==> src/rtl/pbi_pkg.sv <==
package pbi_pkg;

  typedef enum logic [1:0] {
    PH_IDLE  = 2'd0,
    PH_DATA  = 2'd1,
    PH_PILOT = 2'd2
  } phase_e;

  // next value of a modulo-lim counter
  function automatic int unsigned wrap_inc(input int unsigned c, input int unsigned lim);
    return (c + 1 >= lim) ? 0 : c + 1;
  endfunction

  // saturating increment bounded by maxv
  function automatic int unsigned sat_inc(input int unsigned c, input int unsigned maxv);
    return (c >= maxv) ? maxv : c + 1;
  endfunction

endpackage

==> src/rtl/pbi_sym_counter.sv <==
module pbi_sym_counter #(
  parameter int unsigned DATA_LEN  = 1440,
  parameter int unsigned PILOT_LEN = 36,
  parameter int unsigned CW        = $clog2(DATA_LEN)
) (
  input  logic          clk,
  input  logic          rst_n,
  input  logic          clr,
  input  logic          en,
  input  logic          sel_pilot,
  output logic [CW-1:0] cnt,
  output logic          seg_last
);
  import pbi_pkg::*;

  logic [CW-1:0] lim_m1;
  assign lim_m1   = sel_pilot ? CW'(PILOT_LEN - 1) : CW'(DATA_LEN - 1);
  assign seg_last = en && (cnt == lim_m1);

  always_ff @(posedge clk or negedge rst_n) begin
    if (!rst_n)   cnt <= '0;
    else if (clr) cnt <= '0;
    else if (en)  cnt <= CW'(wrap_inc(32'(cnt), 32'(lim_m1) + 1));
  end

  // the count holds when no symbol is accepted
  p_cnt_hold_r5: assert property (@(posedge clk) disable iff (!rst_n)
    (!clr && !en) |=> $stable(cnt));

  // the count never leaves the data range
  p_cnt_range_r6: assert property (@(posedge clk) disable iff (!rst_n)
    cnt < CW'(DATA_LEN));

endmodule

==> src/rtl/pbi_phase_ctrl.sv <==
module pbi_phase_ctrl (
  input  logic            clk,
  input  logic            rst_n,
  input  logic            hdr_end,
  input  logic            pilots_on,
  input  logic            sym_valid,
  input  logic            seg_last,
  output pbi_pkg::phase_e phase,
  output logic            frame_pilots,
  output logic            cnt_en,
  output logic            cnt_clr,
  output logic            blk_done
);
  import pbi_pkg::*;

  assign cnt_clr  = hdr_end;
  assign cnt_en   = sym_valid && !hdr_end && (phase != PH_IDLE);
  assign blk_done = seg_last && (phase == PH_PILOT) && !hdr_end;

  always_ff @(posedge clk or negedge rst_n) begin
    if (!rst_n) begin
      phase        <= PH_IDLE;
      frame_pilots <= 1'b0;
    end else if (hdr_end) begin
      phase        <= PH_DATA;
      frame_pilots <= pilots_on;
    end else if (seg_last) begin
      if (phase == PH_PILOT)                    phase <= PH_DATA;
      else if (phase == PH_DATA && frame_pilots) phase <= PH_PILOT;
    end
  end

  // a pilot block is entered only from a completed data run
  p_pilot_entry_r3: assert property (@(posedge clk) disable iff (!rst_n)
    (phase == PH_PILOT && $past(phase) != PH_PILOT) |-> $past(seg_last));

  // pilot phase only in a pilot-active frame
  p_pilot_flag_r7: assert property (@(posedge clk) disable iff (!rst_n)
    (phase == PH_PILOT) |-> frame_pilots);

endmodule

==> src/rtl/pbi_blk_index.sv <==
module pbi_blk_index #(
  parameter int unsigned IDX_W = 6
) (
  input  logic             clk,
  input  logic             rst_n,
  input  logic             clr,
  input  logic             inc,
  output logic [IDX_W-1:0] idx
);
  import pbi_pkg::*;

  localparam int unsigned IDX_MAX = (1 << IDX_W) - 1;

  always_ff @(posedge clk or negedge rst_n) begin
    if (!rst_n)   idx <= '0;
    else if (clr) idx <= '0;
    else if (inc) idx <= IDX_W'(sat_inc(32'(idx), IDX_MAX));
  end

  // the index steps by one, clears, or holds
  p_idx_step_r9: assert property (@(posedge clk) disable iff (!rst_n)
    (idx != $past(idx)) |-> (idx == '0 || idx == $past(idx) + 1'b1));

endmodule

==> src/rtl/pilot_pos_ind.sv <==
module pilot_pos_ind #(
  parameter int unsigned DATA_LEN  = 1440,
  parameter int unsigned PILOT_LEN = 36,
  parameter int unsigned IDX_W     = 6
) (
  input  logic             clk,
  input  logic             rst_n,
  input  logic             sym_valid,
  input  logic             hdr_end,
  input  logic             pilots_on,
  output logic             pilot_valid,
  output logic [IDX_W-1:0] pilot_idx
);
  import pbi_pkg::*;

  localparam int unsigned CW = $clog2(DATA_LEN);

  phase_e        phase;
  logic          frame_pilots;
  logic          cnt_en;
  logic          cnt_clr;
  logic          blk_done;
  logic          seg_last;
  logic [CW-1:0] sym_cnt;

  pbi_phase_ctrl u_ctrl (
    .clk(clk), .rst_n(rst_n), .hdr_end(hdr_end), .pilots_on(pilots_on),
    .sym_valid(sym_valid), .seg_last(seg_last), .phase(phase),
    .frame_pilots(frame_pilots), .cnt_en(cnt_en), .cnt_clr(cnt_clr),
    .blk_done(blk_done)
  );

  pbi_sym_counter #(.DATA_LEN(DATA_LEN), .PILOT_LEN(PILOT_LEN), .CW(CW)) u_cnt (
    .clk(clk), .rst_n(rst_n), .clr(cnt_clr), .en(cnt_en),
    .sel_pilot(phase == PH_PILOT), .cnt(sym_cnt), .seg_last(seg_last)
  );

  pbi_blk_index #(.IDX_W(IDX_W)) u_idx (
    .clk(clk), .rst_n(rst_n), .clr(cnt_clr), .inc(blk_done), .idx(pilot_idx)
  );

  assign pilot_valid = (phase == PH_PILOT) && sym_valid && !hdr_end;

  // a pilot strobe always coincides with a symbol
  p_pv_valid_r5: assert property (@(posedge clk) disable iff (!rst_n)
    pilot_valid |-> sym_valid);

  // the index reads zero after each header
  p_hdr_clear_r8: assert property (@(posedge clk) disable iff (!rst_n)
    hdr_end |=> (pilot_idx == '0));

  // nothing is flagged before a frame is active
  p_idle_quiet_r10: assert property (@(posedge clk) disable iff (!rst_n)
    (phase == PH_IDLE) |-> !pilot_valid);

endmodule

==> config.mk <==
export PLATFORM = sky130hd
export DESIGN_NAME = pilot_pos_ind
export DESIGN_NICKNAME = d
export VERILOG_FILES = /design/src/rtl/pbi_pkg.sv /design/src/rtl/pbi_sym_counter.sv /design/src/rtl/pbi_phase_ctrl.sv /design/src/rtl/pbi_blk_index.sv /design/src/rtl/pilot_pos_ind.sv
export SDC_FILE = /design/constraint.sdc
export NUM_CORES = 1
export LEC_CHECK = 0
export CAP_MARGIN = 10
export CORE_MARGIN = 5
export CORE_UTILIZATION = 40
export DETAILED_ROUTE_END_ITERATION = 7
export PLACE_DENSITY_LB_ADDON = 0.1
export SYNTH_ARGS = -nofsm -noshare
export SYNTH_HDL_FRONTEND = slang
export SYNTH_SLANG_ARGS = --single-unit
export TNS_END_PERCENT = 30
==> constraint.sdc <==
create_clock -name clk -period 4.5 [get_ports clk]
set_input_delay 0.9 -clock clk [delete_from_list [all_inputs] [get_ports clk]]
set_output_delay 0.9 -clock clk [all_outputs]
set_load 0.02 [all_outputs]
* After elaboration in Yosys (flattened, before gate mapping)
Index checks and enable logic that the tools add are counted.
** Storage, ports and cells
- Output and inout bits :: 7
- Register bits after elaboration :: 20
- Input port bits :: 5
- Word-level logic and storage cells :: 38
** Cells by class
- Muxes and demuxes :: 11
- Reductions and logical operators :: 15
- Equality and inequality tests :: 3
- $add $sub $neg :: 3
- Magnitude comparators :: 2
** Operator list (number)
- $mux 11 :: 4
- $add 11x1->12 const B :: 2
- $mux 6 :: 3
- $ge 12x12->1 :: 1
- $eq 11x11->1 :: 1
- $logic_and 1x1->1 :: 8
- $mux 2 :: 4
- $reduce_bool 2->1 :: 4
- $add 6x1->6 const B :: 1
- $ge 6x6->1 const B :: 1
- $reduce_bool 3->1 :: 1
- $eq 2x1->1 const B :: 1
- $eq 2x2->1 const B :: 1
- $reduce_and 2->1 :: 1
- $logic_not 1->1 :: 1

* Depth between registers and ports, before layout
Gate-level depths: netlist of run 1.
- Word-level depth :: 8
- Depth in mapped cells :: 11

* Modules after synthesis
Synthesis of run 1 repeated with hierarchy kept, for this count alone.
** Unflattened totals
- Cell total of the unflattened synthesis :: 157
- Area, all modules :: 1406.3 um^2
** Modules (own cells, without submodules)
- pbi_sym_counter :: instances 1, sequential area each 275.3 um^2, area an instance 895.9 um^2, cells each 110
- pbi_blk_index :: instances 1, sequential area each 150.1 um^2, area an instance 342.8 um^2, cells each 31
- pbi_phase_ctrl :: instances 1, sequential area each 75.1 um^2, area an instance 146.4 um^2, cells each 14
- pilot_pos_ind :: instances 1, sequential area each 0.0 um^2, area an instance 21.3 um^2, cells each 2

* Worst setup path after synthesis of run 1
OpenSTA, ideal clock, no wires.
- Kind :: flip-flop to flip-flop
- Start :: register u_cnt.cnt[0]
- End :: register u_cnt.cnt[5]
- Library setup time :: 0.124 ns
- Path buffers :: 0
- Arrival :: 2.249 ns
- Cell stages (with the launch flop) :: 11
- Setup slack :: 2.127 ns
- Required time :: 4.376 ns
- Clock period less this slack :: 2.373 ns
- Cells stage by stage :: dfrtp_1 ha_1 and4_1 nand4_1 or2_2 nand2_1 ha_1 o211ai_1 a221oi_4 nor3b_1 a211o_1
** On the way
- Longest elaborated chain between the ends :: 5
** RTL lines
- from (decl) :: RTL line pbi_sym_counter.sv:11 : output logic [CW-1:0] cnt,
- from (signal assigned) :: RTL line pbi_sym_counter.sv:23 : else if (en) cnt <= CW'(wrap_inc(32'(cnt), 32'(lim_m1) + 1));
- $add 11x1->12 * :: RTL line pbi_pkg.sv:11 : return (c + 1 >= lim) ? 0 : c + 1;
- $ge 12x12->1 :: RTL line pbi_pkg.sv:11
- $mux 11 * :: RTL line pbi_pkg.sv:11
- $mux 11 * :: RTL line pbi_sym_counter.sv:23
- $mux 11 * :: RTL line pbi_sym_counter.sv:22 : else if (clr) cnt <= '0;
Every way passes the cells marked *; elsewhere a longest branch is shown, timed or not. The select of a mux whose other input is x is not followed.
A chain may end at the register's enable or synchronous reset.

* Worst setup path in the final report of run 1
- Start :: input hdr_end
- End :: output pilot_valid
** On the way
- Longest elaborated chain between the ends :: 2
** RTL lines
- from (decl) :: RTL line pilot_pos_ind.sv:9 : input logic hdr_end,
- $logic_not 1->1 :: RTL line pilot_pos_ind.sv:42 : assign pilot_valid = (phase == PH_PILOT) && sym_valid && !hdr_end;
- $logic_and 1x1->1 :: RTL line pilot_pos_ind.sv:42
- to (decl) :: RTL line pilot_pos_ind.sv:11 : output logic pilot_valid,
Every way passes these cells.

==> flow_summary_export.csv, run 1 <==
group,metric,value,unit
status,status,"complete, no violations",
finish,nets,170,
synth,synth_edf_count,0,
power_and_ir_drop,clkPwrFrac,29.1,%
die,die_h,69.6,um
routing,wirelength,3.12,mm
synth,synthAdderAreaFrac,5.28,%
sta,holdWs,546,ps
clocking,cts_setup_buffers,0,
power_and_ir_drop,powerDensity,192,nW/um^2
global_route,grt_pass1_wl,5.30,mm
synth,synth_flop_cell,"dfrtp_1",
placement,hpwl,2.22,mm
synth,synth_cells,150,
global_route,grt_usage,13.3,%
die,die_w,69.6,um
sta,tightest_slew,956,ps
setup_path,r2r_start,"u_cnt.cnt[0]$_DFFE_PN0P_",
sta,slew_violations,0,
synth,ys_seq_area_share,35.2,%
clocking,htreeDepth,1,
placement,portBuffers,11,
synth,synth_compound_area_share,18.3,%
finish,area_growth,8.54,%
routing,wl_per_cell,15.4,um
clocking,hold_buffers,0,
setup_path,worstRegToRegCells,9,
finish,diodes,0,
sta,hold_viol_final,0,
clocking,clk_latency,300,ps
sta,fin_worst_skew,4.28,ps
synth,ys_ff_latch,20,
sta,setup_tns,0,ps
run,max_cap_violations,0,
power_and_ir_drop,p_leak,0.000695,uW
clocking,clk_pin_slew,110,ps
finish,final_common_cell,"dfrtp_1",
routing,drtIter0Drc,84,
synth,synth_top_family_by_area,"simple AND/OR/NAND/NOR gates",
routing,vias,1163,
routing,drt_first_pass_iters,4,
die,io-pin-count,12,
global_route,grt-ovfl-total,0,
routing,viasPerCell,5.73,
finish,drive_above_1_share,12.1,%
setup_path,crit_required,3600,ps
power_and_ir_drop,p_int,223,uW
placement,place_congestion,0.823,
die,std_cell_rows,21,
setup_path,crit_arrival,2480,ps
power_and_ir_drop,combPwrFrac,7.9,%
synth,synth_cell_types,49,
hold_path,min-delay-start,"u_cnt.cnt[0]$_DFFE_PN0P_",
power_and_ir_drop,seqPwrFrac,63.0,%
setup_path,crit_type,"in -> out",
sta,setup_viol,0,
synth,muxShareOfSynthArea,2.90,%
die,core,3390,um^2
synth,synthArstFlopShare,100,%
power_and_ir_drop,power.switching,72.4,uW
setup_path,path_max_fanout,11,
sta,fin_crit_sh,75.2,%
clocking,cts_tree,"built",
synth,syn_area_per_cell,9.48,um^2
sta,period_needed,3380,ps
setup_path,cp-start-kind,"primary input",
routing,ant_nets,0,
synth,synth_fp_nets,161,
finish,fin_cells,203,
sta,rsz0062_at_grt,"no",
power_and_ir_drop,netSwitchingFraction,24.5,%
die,dieArea,4850,um^2
synth,synthesis.area,1420,um^2
clocking,cts_sinks,20,
finish,final_cell_mix,"dfrtp_1, nand2_1, clkdlybuf4s50_1",
routing,drc,0,
die,start_util,41.9,%
clocking,cts.repair.resized,0,
synth,synth-simple-area-share,29.9,%
sta,max_freq,296,MHz
clocking,cts_buffer_depth,2,
global_route,antenna_found_initial,0,
placement,placed_cells,200,
clocking,cts_buffers,3,
global_route,grt_pass1_vias,1119,
setup_path,critPathLaunch,"hdr_end",
synth,synthXorXnorAreaFrac,2.46,%
setup_path,endpoint_kind,"output pin",
sta,max_slew_margin,36.1,%
global_route,grt_max_degree,21,
hold_path,hold_path.class,"reg -> reg",
clocking,cts-root-buf,"clkbuf_4",
synth,yosysWarnings,0,
hold_path,whs_path_depth,1,
power_and_ir_drop,ir_drop,0.0982,mV
==> sequential cells by signal (all words and copies together), names as in the netlist <==
name,count
u_cnt.cnt,11
u_ctrl.frame_pilots,1
u_ctrl.phase,2
u_idx.idx,6
==> synth_stat cells, drive strengths merged (6+ instances only) <==
cell type | number | area [um^2]
dfrtp | 20 | 500
ha | 6 | 75.1
nand2 | 17 | 63.8
nand3 | 8 | 40.0
nor2 | 11 | 43.8
nor3 | 7 | 35.0
nor4 | 6 | 37.5
==> critical path, cell delays in order <==
cell and delay (ps):
clkdlybuf4s50_1 590, nand2b_1 270, nor2_1 100, clkdlybuf4s50_1 620
==> per-layer routing <==
metal,vias up,share of wire [%],global-route usage (%)
li1,578,-,-
met1,558,50,17.3
met2,22,45,21.5
met3,5,3.4,3.04
met4,0,1.6,4.89
met5,-,0,0
==> power groups by stage <==
stage | combinational [uW] | clock [uW] | sequential, uW
after floorplan | 15.5 | 0 | 189
after global placement | 23.5 | 0 | 190
after detailed placement | 24.1 | 0 | 190
final | 23.4 | 86.0 | 186
after global routing | 26.6 | 100 | 187
after CTS | 24.0 | 92.7 | 186
==> final timing paths <==
path	slack [ps]	end
worst max-delay path	1120	pilot_valid
worst min-delay path	550	u_cnt.cnt[0]$_DFFE_PN0P_
worst max register to register	1690	u_cnt.cnt[4]$_DFFE_PN0P_
worst min register to register	550	u_cnt.cnt[0]$_DFFE_PN0P_
max in group asynchronous	2800	u_idx.idx[5]$_DFFE_PN0P_
min in group asynchronous	1110	u_cnt.cnt[6]$_DFFE_PN0P_
==> cells by family (layout without fill, tap and decap cells) <==
group | count (synthesis) | count (layout)
AND/OR/NAND/NOR | 74 | 74
AO/OA/AOI/OAI | 31 | 31
flip-flops | 20 | 20
buffers and inverters | 11 | 18
adder cells (fa/ha/maj) | 6 | 6
XOR/XNOR | 4 | 4
multiplexers | 4 | 4
==> per-stage QoR <==
| step | setup WS (ps) | total power (uW) | cell area, um^2 | utilization (%) |
|---|---|---|---|---|
| 2_1_floorplan | 2130 | 204 | 1420 | - |
| 3_3_place_gp | 1130 | 213 | 1520 | 44.9 |
| 3_5_place_dp | 1110 | 214 | 1520 | 44.9 |
| 4_1_cts | 1100 | 303 | 1540 | 45.5 |
| 5_1_grt | 989 | 314 | 1540 | 45.5 |
| 6_report | 1120 | 296 | 1540 | 45.5 |
==> cell type report <==
type / count / area (um^2)
Timing Repair Buffer: 11 / 110
Clock buffer: 3 / 22.5
Inverter: 4 / 15.0
Sequential cell: 20 / 500
Multi-Input combinational cell: 119 / 837
Fill cell: 328 / 1850
Tap cell: 46 / 57.6
Power figures use the tool's default switching activity.
==> run 2: changes to the inputs <==
- clock period: 4.5 -> 3.3 ns (I/O delays scaled with it)
==> run 2 against run 1 <==
Global-route usage decreased by 0.25 points. Via count increased by 2.6%. Total power increased by 45%. First-iteration DRC count decreased by 8.3%. Critical endpoint is now u_cnt.cnt[7]$_DFFE_PN0P_.
==> flow_summary_export.csv, run 2 (synthesized netlist as in run 1, its figures left out) <==
group,metric,value,unit
sta,hold_viol_final,0,
routing,drc,0,
routing,wl_per_cell,15.1,um
die,start_util,41.9,%
global_route,grt_usage,13.1,%
global_route,antenna_found_initial,0,
setup_path,crit_required,3490,ps
clocking,htreeDepth,1,
finish,final_cell_mix,"dfrtp_1, nand2_1, clkdlybuf4s50_1",
finish,top_register,"u_cnt.cnt",
power_and_ir_drop,ir_drop,0.168,mV
placement,dp_worst_setup_slack,628,ps
sta,max_slew_margin,39.4,%
setup_path,path_max_fanout,10,
setup_path,slowest_delay,440,ps
setup_path,endpoint_kind,"flop",
routing,viasPerCell,5.82,
sta,worst_slack,591,ps
setup_path,crit_arrival,2900,ps
routing,vias,1193,
finish,largest_reg_flops,11,
setup_path,worstRegToRegCells,9,
finish,fill_cells,342,
finish,area_growth,10.0,%
clocking,cts.repair.resized,0,
placement,hpwl,2.34,mm
clocking,cts_setup_buffers,0,
die,die_h,69.6,um
setup_path,cp-start-kind,"flop",
setup_path,r2r_start,"u_cnt.cnt[0]$_DFFE_PN0P_",
setup_path,crit_type,"reg -> reg",
hold_path,hold_path.class,"reg -> reg",
clocking,cts-root-buf,"clkbuf_4",
global_route,grt_max_degree,21,
global_route,grt_pass1_vias,1197,
finish,drive_above_1_share,13.2,%
sta,rsz0062_at_grt,"no",
global_route,grt-ovfl-total,0,
die,die_w,69.6,um
sta,fin_crit_sh,82.1,%
routing,drtIter0Drc,77,
sta,setup_tns,0,ps
power_and_ir_drop,powerDensity,274,nW/um^2
die,std_cell_rows,21,
clocking,clk_latency,290,ps
placement,place_congestion,0.926,
clocking,cts_buffer_depth,2,
sta,fin_worst_skew,4.65,ps
finish,utilization,46.1,%
sta,tightest_slew,907,ps
sta,slew_violations,0,
routing,ant_nets,0,
die,dieArea,4850,um^2
routing,drt_first_pass_iters,4,
clocking,hold_buffers,0,
finish,largest_registers,"u_cnt.cnt x11, u_idx.idx x6, u_ctrl.phase x2",
sta,max_freq,369,MHz
setup_path,critPathLaunch,"u_cnt.cnt[0]$_DFFE_PN0P_",
clocking,cts_tree,"built",
setup_path,critPathSlowestCell,"a221oi_4",
setup_path,critPathCapture,"u_cnt.cnt[7]$_DFFE_PN0P_",
sta,period_needed,2710,ps
die,io-pin-count,12,
status,status,"complete, no violations",
clocking,cts_sinks,20,
finish,nets,171,
setup_path,r2r-end,"u_cnt.cnt[7]$_DFFE_PN0P_",
placement,portBuffers,11,
power_and_ir_drop,p_leak,0.000707,uW
die,core,3390,um^2
finish,final_common_cell,"dfrtp_1",
run,max_cap_violations,0,
clocking,clk_pin_slew,120,ps
global_route,grt_pass1_wl,5.30,mm
sta,setup_viol,0,
routing,wirelength,3.09,mm
setup_path,r2r_setup_slack,590,ps
finish,diodes,0,
setup_path,crit_top_cell,"ha_1",
clocking,cts_buffers,3,
setup_path,crit_chain,"ha_1, and4_1, nand3_1, xnor2_1, ha_1, o211ai_1, a221oi_4, nor2_2, a22o_1",
## run 2: area by class of cell
cell class / instances / area [um^2] / share of cell area, %
Sequential cell: 20 / 500 / 32.0
Timing Repair Buffer: 12 / 118 / 7.52
Clock buffer: 4 / 36.3 / 2.32
Inverter: 4 / 15.0 / 0.960
Multi-Input combinational cell: 119 / 837 / 53.5
Tap cell: 46 / 57.6 / 3.68
## run 2: metrics by stage
stage          cell area, um^2  std cells  power, uW  hold WS (ps)
2_1_floorplan             1420        150        278           364
3_3_place_gp              1530        201        292           518
3_5_place_dp              1530        201        292           530
4_1_cts                   1560        205        438           557
5_1_grt                   1560        205        455           585
6_report                  1560        205        428           551
## run 2: critical path: cells and delay by family, from the launching register on
kind / cells / cell delay (ps)
and+or+nand+nor: 3 / 530
adders and majority gates: 2 / 620
xor gates and xnor gates: 1 / 180
DFF: 1 / 430
AOI/OAI and AO/OA: 3 / 840
## run 2: where the power goes
group          internal (uW)  switching, uW
registers                249           4.78
logic                   13.6           18.5
clock network           67.2           75.0
## run 2: how the worst min path moves through the flow
| stage | from | end | slack, ps | depth (start not counted) |
|---|---|---|---|---|
| floorplan | rst_n | u_cnt.cnt[0]$_DFFE_PN0P_ | 360 | 0 |
| global placement | u_ctrl.frame_pilots$_DFFE_PN0P_ | u_ctrl.frame_pilots$_DFFE_PN0P_ | 520 | 1 |
| detailed placement | u_ctrl.frame_pilots$_DFFE_PN0P_ | u_ctrl.frame_pilots$_DFFE_PN0P_ | 530 | 1 |
| CTS | u_ctrl.frame_pilots$_DFFE_PN0P_ | u_ctrl.frame_pilots$_DFFE_PN0P_ | 560 | 1 |
| global route | u_ctrl.frame_pilots$_DFFE_PN0P_ | u_ctrl.frame_pilots$_DFFE_PN0P_ | 580 | 1 |
| finish | u_ctrl.frame_pilots$_DFFE_PN0P_ | u_ctrl.frame_pilots$_DFFE_PN0P_ | 550 | 1 |
## run 2: metal layers
metal / GRT usage (%) / part of all wire (%) / vias up
li1: - / - / 576
met3: 2.32 / 4.5 / 4
met4: 4.26 / 1.2 / 0
met2: 21.8 / 47 / 30
met1: 17.0 / 47 / 583
met5: 0 / 0 / -
==> run 3: changes to the inputs <==
- clock period: 3.3 -> 2.5 ns (I/O delays scaled with it)
==> run 3 against run 2 <==
Register-to-register slack lost 580 ps. Cell count grew 16%. Via count rose by 7.5%.
==> flow_summary_export.csv, run 3 (synthesized netlist as in run 1, its figures left out) <==
group,metric,value,unit
status,status,"complete, no violations",
clocking,cts-root-buf,"clkbuf_4",
finish,final_cell_mix,"buf_4, dfrtp_1, nand2_1",
power_and_ir_drop,ir_drop,0.213,mV
routing,drc,0,
setup_path,crit_chain,"buf_4, and3_2, nand2_2, nor2_2, xor2_1, ha_2, o211ai_1, buf_4, a221oi_4, buf_6, buf_4, a211oi_2, a21o_1",
die,std_cell_rows,21,
sta,max_freq,402,MHz
sta,slew_violations,0,
finish,drive_above_1_share,36.1,%
finish,diodes,0,
setup_path,crit_type,"reg -> reg",
global_route,grt_pass1_vias,1294,
sta,fin_worst_skew,6.12,ps
routing,wirelength,3.68,mm
placement,portBuffers,11,
sta,period_needed,2490,ps
clocking,hold_buffers,0,
setup_path,crit_required,2740,ps
routing,drt_first_pass_iters,4,
routing,vias,1282,
finish,largest_registers,"u_cnt.cnt x11, u_idx.idx x6, u_ctrl.phase x2",
global_route,grt-ovfl-total,0,
clocking,htreeDepth,1,
setup_path,cp-start-kind,"flop",
sta,fin_crit_sh,99.6,%
sta,rsz0062_at_grt,"yes",
sta,tightest_slew,371,ps
clocking,cts_buffer_depth,2,
clocking,cts_buffers,3,
setup_path,slowest_delay,410,ps
die,dieArea,4850,um^2
global_route,antenna_found_initial,0,
power_and_ir_drop,powerDensity,288,nW/um^2
setup_path,endpoint_kind,"flop",
finish,largest_reg_flops,11,
sta,holdWs,536,ps
die,core,3390,um^2
finish,top_register,"u_cnt.cnt",
routing,drtIter0Drc,59,
run,max_cap_violations,0,
setup_path,r2r_setup_slack,10,ps
finish,nets,204,
setup_path,critPathSlowestCell,"dfrtp_1",
sta,hold_viol_final,0,
routing,viasPerCell,5.41,
die,start_util,41.9,%
routing,ant_nets,0,
placement,place_congestion,0.842,
setup_path,path_max_fanout,4,
clocking,cts_sinks,20,
clocking,clk_pin_slew,110,ps
clocking,cts_tree,"built",
routing,wl_per_cell,15.5,um
hold_path,hold_path.class,"in -> async",
setup_path,crit_arrival,2730,ps
power_and_ir_drop,p_leak,0.000883,uW
power_and_ir_drop,power.total,552,uW
placement,hpwl,2.49,mm
die,die_h,69.6,um
finish,area_growth,35.0,%
global_route,grt_usage,14.9,%
global_route,grt_max_degree,21,
setup_path,path_delay_family,"buffers and inverters",
clocking,clk_latency,300,ps
die,io-pin-count,12,
sta,setup_viol,0,
sta,max_slew_margin,74.9,%
setup_path,critPathBufInv,4,
setup_path,crit_top_cell,"buf_4",
die,die_w,69.6,um
global_route,grt_pass1_wl,6.03,mm
finish,final_common_cell,"buf_4",
## run 3: area by class of cell
| cell class | count | area, um^2 |
|---|---|---|
| clock buffers | 3 | 22.5 |
| multi-input cells | 120 | 957 |
| flip-flops and latches | 20 | 502 |
| repair buffers | 44 | 365 |
| inverters | 4 | 15.0 |
| fillers | 315 | 1470 |
| well taps | 46 | 57.6 |
## run 3: metal layers
metal  GRT usage [%]  up-vias  part of all wire, %
met5               0        -                    0
met4            5.11        0                  1.3
met3            1.88        6                  4.0
met2            25.5       25                   49
met1            19.1      605                   45
li1                -      646                    -
## run 3: final timing paths
kind,end,from,cells past startpoint
worst max-delay path,u_cnt.cnt[2]$_DFFE_PN0P_,u_cnt.cnt[0]$_DFFE_PN0P_,13
worst min-delay path,u_cnt.cnt[4]$_DFFE_PN0P_,rst_n,2
worst max register to register,u_cnt.cnt[2]$_DFFE_PN0P_,u_cnt.cnt[0]$_DFFE_PN0P_,13
worst min register to register,u_cnt.cnt[2]$_DFFE_PN0P_,u_cnt.cnt[2]$_DFFE_PN0P_,1
max in group asynchronous,u_cnt.cnt[2]$_DFFE_PN0P_,rst_n,2
min in group clk,u_cnt.cnt[2]$_DFFE_PN0P_,u_cnt.cnt[2]$_DFFE_PN0P_,1
## run 3: where the power goes
group / switching (uW) / internal [uW]
clock: 94.0 / 56.1
combinational: 34.9 / 33.0
sequential: 5.27 / 329
## run 3: per-stage QoR
stage          cells  area [um^2]  setup slack, ps  util [%]  setup TNS [ps]
3_5_place_dp     222         1690            -39.5      49.7            -176
6_report         237         1920             10.1      56.6               0
5_1_grt          237         1920             -123      56.6            -670
4_1_cts          227         1750             7.99      51.5               0
3_3_place_gp     222         1690             25.8      49.7               0
2_1_floorplan    150         1420              127         -               0
## run 3: worst register-to-register path, cell delays in order (launching register included)
cell	delay, ps
dfrtp_1	410
buf_4	150
and3_2	210
nand2_2	60
nor2_2	100
xor2_1	210
ha_2	310
o211ai_1	180
buf_4	180
a221oi_4	40
buf_6	150
buf_4	130
a211oi_2	210
a21o_1	100
## run 3: repair_timing
item / in CTS / in global routing
resized for setup: 2 / 22
endpoints found under the setup margin: 7 / 10
buffers inserted: 1 / 10
gates cloned: 1 / 0
pin swaps: 0 / 9
